[config.mk]
export PLATFORM = sky130hd
export DESIGN_NAME = vic_top
export DESIGN_NICKNAME = d
export VERILOG_FILES = /design/src/rtl/vic_pkg.sv /design/src/rtl/vic_edge.sv /design/src/rtl/vic_prio.sv /design/src/rtl/vic_top.sv
export SDC_FILE = /design/constraint.sdc
export NUM_CORES = 1
export LEC_CHECK = 0
export ABC_AREA = 1
export BUFFER_PORTS_ARGS = -buffer_cell sky130_fd_sc_hd__buf_4
export CORE_MARGIN = 1.5
export CORE_UTILIZATION = 38
export DETAILED_ROUTE_END_ITERATION = 6
export PLACE_DENSITY = 0.72
export RECOVER_POWER = 100
export SLEW_MARGIN = 10
export SYNTH_ARGS = -nofsm -noshare
export SYNTH_HDL_FRONTEND = slang
export SYNTH_SLANG_ARGS = --single-unit
[constraint.sdc]
create_clock -name clk -period 1.1 [get_ports clk]
set_clock_uncertainty 0.05 [all_clocks]
set_input_delay 0.22 -clock clk [delete_from_list [all_inputs] [get_ports clk]]
set_output_delay 0.22 -clock clk [all_outputs]
set_load 0.01 [all_outputs]
[src/rtl/vic_pkg.sv]
package vic_pkg;
    typedef enum logic [0:0] {
        ST_IDLE  = 1'b0,
        ST_ISSUE = 1'b1
    } vic_state_e;

    localparam int NSRC   = 3;
    localparam int BIT_GE = 0;
    localparam int BIT_EN = 1;
    localparam int BIT_FL = 4;
endpackage

[src/rtl/vic_edge.sv]
module vic_edge (
    input  logic clk,
    input  logic rst_n,
    input  logic pin_n,
    output logic fall
);
    logic pin_q;

    always_ff @(posedge clk) begin
        if (!rst_n) pin_q <= 1'b1;
        else        pin_q <= pin_n;
    end

    assign fall = pin_q & ~pin_n;
endmodule

[src/rtl/vic_prio.sv]
module vic_prio #(
    parameter int N = 3
) (
    input  logic [N-1:0] req,
    output logic [N-1:0] grant,
    output logic         any
);
    always_comb begin
        grant = '0;
        for (int i = N - 1; i >= 0; i--) begin
            if (req[i]) grant = N'(1) << i;
        end
    end

    assign any = |req;
endmodule

[src/rtl/vic_top.sv]
module vic_top #(
    parameter int AW    = 8,
    parameter int VBASE = 4,
    parameter int VSTEP = 4
) (
    input  logic          clk,
    input  logic          rst_n,
    input  logic          reg_wr,
    input  logic [7:0]    reg_wdata,
    output logic [7:0]    reg_rdata,
    input  logic          rdy_pulse,
    input  logic          batt_n,
    input  logic          tick_pulse,
    input  logic          ovf_pulse,
    input  logic          stk_full,
    input  logic          svc_stb,
    input  logic          ret_stb,
    input  logic          reti_stb,
    output logic          call_req,
    output logic [AW-1:0] vec_addr
);
    import vic_pkg::*;

    vic_state_e       st_q, st_d;
    logic             gie_q, gie_d;
    logic [NSRC-1:0]  en_q, en_d, flg_q, flg_d;
    logic [AW-1:0]    vec_q, vec_d;
    logic             bf_fall;
    logic [NSRC-1:0]  hw_set, ready, grant;
    logic             any_ready, take;
    logic             unused_ret;

    // RET has no effect on controller state
    assign unused_ret = ret_stb;

    vic_edge u_edge (
        .clk   (clk),
        .rst_n (rst_n),
        .pin_n (batt_n),
        .fall  (bf_fall)
    );

    assign hw_set = {ovf_pulse, tick_pulse, rdy_pulse | bf_fall};
    assign ready  = en_q & flg_q;

    vic_prio #(.N(NSRC)) u_prio (
        .req   (ready),
        .grant (grant),
        .any   (any_ready)
    );

    assign take = (st_q == ST_IDLE) && svc_stb && gie_q && !stk_full && any_ready;

    // next-state logic of the sequencer
    always_comb begin
        st_d = st_q;
        unique case (st_q)
            ST_IDLE:  if (take) st_d = ST_ISSUE;   // accept
            ST_ISSUE: st_d = ST_IDLE;              // done
            default:  st_d = ST_IDLE;
        endcase
    end

    // vector of the granted source
    always_comb begin
        vec_d = '0;
        for (int i = 0; i < NSRC; i++) begin
            if (grant[i]) vec_d = AW'(VBASE + i * VSTEP);
        end
    end

    // register next value: write, then RETI, then acceptance, then hardware set
    always_comb begin
        gie_d = reg_wr ? reg_wdata[BIT_GE] : gie_q;
        en_d  = reg_wr ? reg_wdata[BIT_EN +: NSRC] : en_q;
        flg_d = reg_wr ? reg_wdata[BIT_FL +: NSRC] : flg_q;
        if (reti_stb) gie_d = 1'b1;
        if (take) begin
            gie_d = 1'b0;
            flg_d = flg_d & ~grant;
        end
        flg_d = flg_d | hw_set;
    end

    always_ff @(posedge clk) begin
        if (!rst_n) begin
            st_q  <= ST_IDLE;
            gie_q <= 1'b0;
            en_q  <= '0;
            flg_q <= '0;
            vec_q <= '0;
        end else begin
            st_q  <= st_d;
            gie_q <= gie_d;
            en_q  <= en_d;
            flg_q <= flg_d;
            if (take) vec_q <= vec_d;
        end
    end

    // outputs
    always_comb begin
        call_req  = (st_q == ST_ISSUE);
        vec_addr  = call_req ? vec_q : '0;
        reg_rdata = {1'b0, flg_q, en_q, gie_q};
    end
endmodule

# == Word level (Yosys, flattened, before mapping) ==
# Index checks and enable logic that the tools add are counted.
# totals
reg_bits,17
wordCells,36
input_bits,19
output_inout_bits,17
# classes
n_bitwise,9
n_mux,13
reduce_logical,8
# ops
operator,count
2-to-1 mux 8 bit,3
2-to-1 mux 3 bit,6
bitwise AND 3 bit,2
logical AND 1 bit,4
2-to-1 mux 1 bit,3
inverter 1 bit,3
inverter 3 bit,1
OR 3 bit,1
OR reduction 3 bit,1
one-hot mux 1 bit (2 select lines),1
nonzero test 2 bit,1
OR reduction 2 bit,1
bitwise AND 1 bit,1
logical NOT 1 bit,1
OR 1 bit,1

# == Longest topological paths before layout ==
# depth
ltp_word,8
ltp_mapped,6
ltp_nobuf,6

# == By module ==
# A second synthesis with hierarchy kept.
# hier_totals
hier_cells,93
area_unflattened_um2,638.1
# by_module_without_submodules
module,instances,seq_area_each_um2,area_per_inst_um2,cells_each
vic_top,1,200.2,564.3,80
vic_prio,1,0.0,38.8,8
vic_edge,1,20.0,35.0,5

# == Worst setup path after synthesis ==
# Ideal clock, no wire load.
# synth_timing
path_type,reg-to-reg
start,register flg_q[0]
end,register vec_q[2]
n_path_buf,0
setup_slack_ns,0.144
t_required_ns,0.930
setup_time_ns,0.120
arrival_time_ns,0.786
path_stages_with_launch,6
period_less_slack_ns,0.956
path_cell_list,dfxtp_1 -> nand2_4 -> nand3_4 -> nand2_2 -> nand2_1 -> a21oi_1
# synth_between
elab_chain_cells,5
elab_cells_between_ends,7
classes_between,4 x mux; 1 x bitwise; 2 x reduce/logical
# synth_rtl
element,line,source
start: declaration,vic_top.sv:26,"logic [NSRC-1:0] en_q, en_d, flg_q, flg_d;"
start signal: assignment,vic_top.sv:96,flg_q <= flg_d;
bitwise AND 3 bit (*),vic_top.sv:44,assign ready = en_q & flg_q;
2-to-1 mux 3 bit,vic_prio.sv:11,if (req[i]) grant = N'(1) << i;
2-to-1 mux 3 bit,vic_top.sv:68,if (grant[i]) vec_d = AW'(VBASE + i * VSTEP);
2-to-1 mux 8 bit (2 in series),vic_top.sv:68,
end signal: assignment,vic_top.sv:97,if (take) vec_q <= vec_d;
end: declaration,vic_top.sv:27,"logic [AW-1:0] vec_q, vec_d;"
# Every way passes the cells marked *; elsewhere a longest branch is shown, timed or not.
# A chain may end at the register's enable or synchronous reset.

# == Worst setup path in the final report ==
# layout_timing
start,register st_q (netlist: call_req)
end,output port vec_addr[3]
# layout_between
elab_chain_cells,1
# layout_rtl
element,line,source
start: declaration,vic_top.sv:24,"vic_state_e st_q, st_d;"
start signal: assignment,vic_top.sv:93,st_q <= st_d;
2-to-1 mux 8 bit,vic_top.sv:104,vec_addr = call_req ? vec_q : '0;
end: declaration,vic_top.sv:20,output logic [AW-1:0] vec_addr
# No other way between the ends.

==> flow_metrics.py <==
metrics = {
    "outcome": {
        "outcome": "completed",
    },
    "clocking": {
        "clk_pin_slew_ns": 0.07,
        "ctsHoldBuffers": 0,
        "cts_buffers": 3,
        "cts.htree.levels": 1,
        "clk_latency_ns": 0.26,
        "tritoncts": "done",
        "clockBufferDepth": 2,
        "cts_root_buf": "clkbuf_4",
        "clock_sinks": 11,
    },
    "routing": {
        "routed_wl_um": 1200,
        "drtAntennaViolNets": 0,
        "drc": 0,
        "wl_per_cell_um": 9.18,
        "first_iter_violations": 14,
        "vias": 573,
        "via_per_inst": 4.37,
        "drtPass1Iterations": 2,
    },
    "timing": {
        "period_minus_slack_ns": 1.09,
        "drv_slew": 0,
        "clock.fmax_mhz": 919,
        "finalSetupViolCount": 0,
        "hold_viol_final": 0,
        "min_period_over_period": 0.989,
        "tns_ns": 0,
        "grt_setup_unrepaired": "yes",
    },
    "critical_path": {
        "critPathLaunchType": "flop",
        "criticalPathCategory": "reg -> out",
        "r2r_slack_ns": 0.08,
        "path_cells": "nand2_1, inv_1, buf_4",
        "crit_slowest_cell": "dfxtp_2",
        "slowest_delay_ns": 0.36,
        "cp_num_cells": 3,
        "end_kind": "output port",
        "reg2reg_from": "call_req",
        "reg2reg_depth": 6,
        "critical_path_buf_inv_count": 2,
        "r2r-end": "vec_q[3]",
        "worst_ep_required_time_ns": 0.83,
        "worstPathArrival_ns": 0.82,
        "cpLargestDelayFamily": "flip-flops",
        "path_max_fanout": 4,
    },
    "cells_and_area": {
        "drive_gt1_frac": 0.400,
        "utilization": 0.550,
        "layout_common_cells": "buf_4 (24), nand2_1 (23), inv_1 (10)",
        "final_common_cell": "buf_4",
        "layout.nets": 135,
        "syn_to_final_growth_pct": 36.5,
        "fillers": 146,
        "num_antenna_cells": 0,
    },
    "min_path": {
        "holdPathEnd": "u_edge.pin_q",
        "worstHoldPathCells": 3,
        "hp-start": "batt_n",
        "hold_path_class": "in -> reg",
    },
    "global_routing": {
        "grt.overflow.total": 0,
        "grt_max_degree": 9,
        "grt_pass1_vias": 448,
        "track_usage": 0.142,
        "grt_pass1_wl_um": 1920,
        "antenna_found_initial": 0,
    },
    "placed_design": {
        "place_congestion": 0.685,
        "portBuffers": 26,
        "dp_hpwl_um": 916,
    },
    "die": {
        "start_util": 0.403,
        "die_area_sq_um": 1820,
        "die_width_um": 42.7,
        "fp-row-count": 14,
        "ioPinCount": 36,
        "die_y_um": 42.7,
        "core_sq_um": 1490,
    },
    "yosys": {
        "syn_area_sq_um": 599,
        "yosys_warnings": 0,
        "synthCells": 87,
        "ys_seq_elements": 11,
        "avgSynthCellArea_sq_um": 6.89,
        "synth_cell_types": 14,
        "synth_seq_area_share": 0.367,
        "yosys-top-cells-area": "dfxtp_1 (37%), nand2_1 (15%), buf_4 (10%)",
        "yosysTopAreaCell": "dfxtp_1",
        "synth_top_area_frac": 0.367,
    },
    "pwr": {
        "p_leak_nw": 0.476,
        "ir_drop_v": 0.000670,
        "pwr_density_cell_nw_per_um2": 1090,
    },
    "run": {
        "maxCapViolCount": 0,
    },
}
[cell type report]
| cell class | instances | area [sq um] | share of cell area |
|---|---|---|---|
| Multi-Input combinational cell | 62 | 299 | 0.365 |
| Sequential cell | 11 | 229 | 0.280 |
| Timing Repair Buffer | 26 | 199 | 0.243 |
| Inverter | 12 | 45.0 | 0.0550 |
| Clock buffer | 4 | 26.3 | 0.0321 |
| Tap cell | 16 | 20.0 | 0.0245 |
[routing by layer]
layer  track usage  vias up  part of all wire
met5             0        -                 0
met3        0.0511        2             0.049
met4        0.0563        0             0.012
li1              -      308                 -
met2         0.227       17              0.48
met1         0.171      246              0.46
[cell usage after synthesis]
cell / count
inv_1: 11
o21ai_0: 3
nand3_1: 4
a21oi_1: 9
conb_1: 1
nor2_4: 1
inv_2: 1
buf_4: 8
dfxtp_1: 11
nand2_1: 24
nand3_4: 1
nor2_1: 8
nand2_4: 2
nand2_2: 3
[where the power goes]
part | total, W | switching (W) | internal [W]
sequential | 0.000445 | 0.0000219 | 0.000423
clock | 0.000272 | 0.000132 | 0.000140
combinational | 0.000178 | 0.0000890 | 0.0000889
[state kept, by name, summed over array words and instances (netlist names)]
| name | count |
|---|---|
| en_q | 3 |
| call_req | 1 |
| u_edge.pin_q | 1 |
| vec_q | 2 |
| gie_q | 1 |
| flg_q | 3 |
[through the flow]
stage | std cells | hold WS [ns] | power (W) | setup WS (ns) | instance area (sq um)
CTS | 131 | 0.0931 | 0.000900 | 0.00241 | 806
floorplan | 93 | 0.239 | 0.000560 | 0.144 | 622
global placement | 127 | 0.358 | 0.000625 | 0.102 | 777
finish | 131 | 0.118 | 0.000896 | 0.0118 | 818
detailed placement | 127 | 0.364 | 0.000629 | 0.0769 | 777
global route | 131 | 0.115 | 0.000953 | -0.0427 | 818
[tightest hold or removal path, delay by kind of cell]
family	cells	cell delay (ns)
buffers and inverters	2	0.14
AND/OR/NAND/NOR	1	0.04
[worst max path at each step]
| stage | startpoint | endpoint | slack [ns] |
|---|---|---|---|
| 6_report | call_req | vec_addr[3] | 0.01 |
| 5_1_grt | vec_q[2] | vec_addr[2] | -0.04 |
| 4_1_cts | en_q[0] | reg_rdata[1] | 0.002 |
| 3_5_place_dp | gie_q | vec_q[3] | 0.08 |
| 3_3_place_gp | gie_q | vec_q[2] | 0.10 |
| 2_1_floorplan | flg_q[0] | vec_q[2] | 0.14 |
[logic make-up after synthesis]
group	count (synthesis)	synth area share
other	1	0.00626
AOI/OAI and AO/OA	12	0.100
buffers and inverters	20	0.175
DFF	11	0.367
and+or+nand+nor	43	0.351
[what timing repair did]
item	CTS	global route
buffers inserted	0	0
cloned	0	0
pin swaps	0	3
setup endpoints to repair	3	6
resized for setup	2	8
Note: power is estimated with default switching activity, not from simulation.
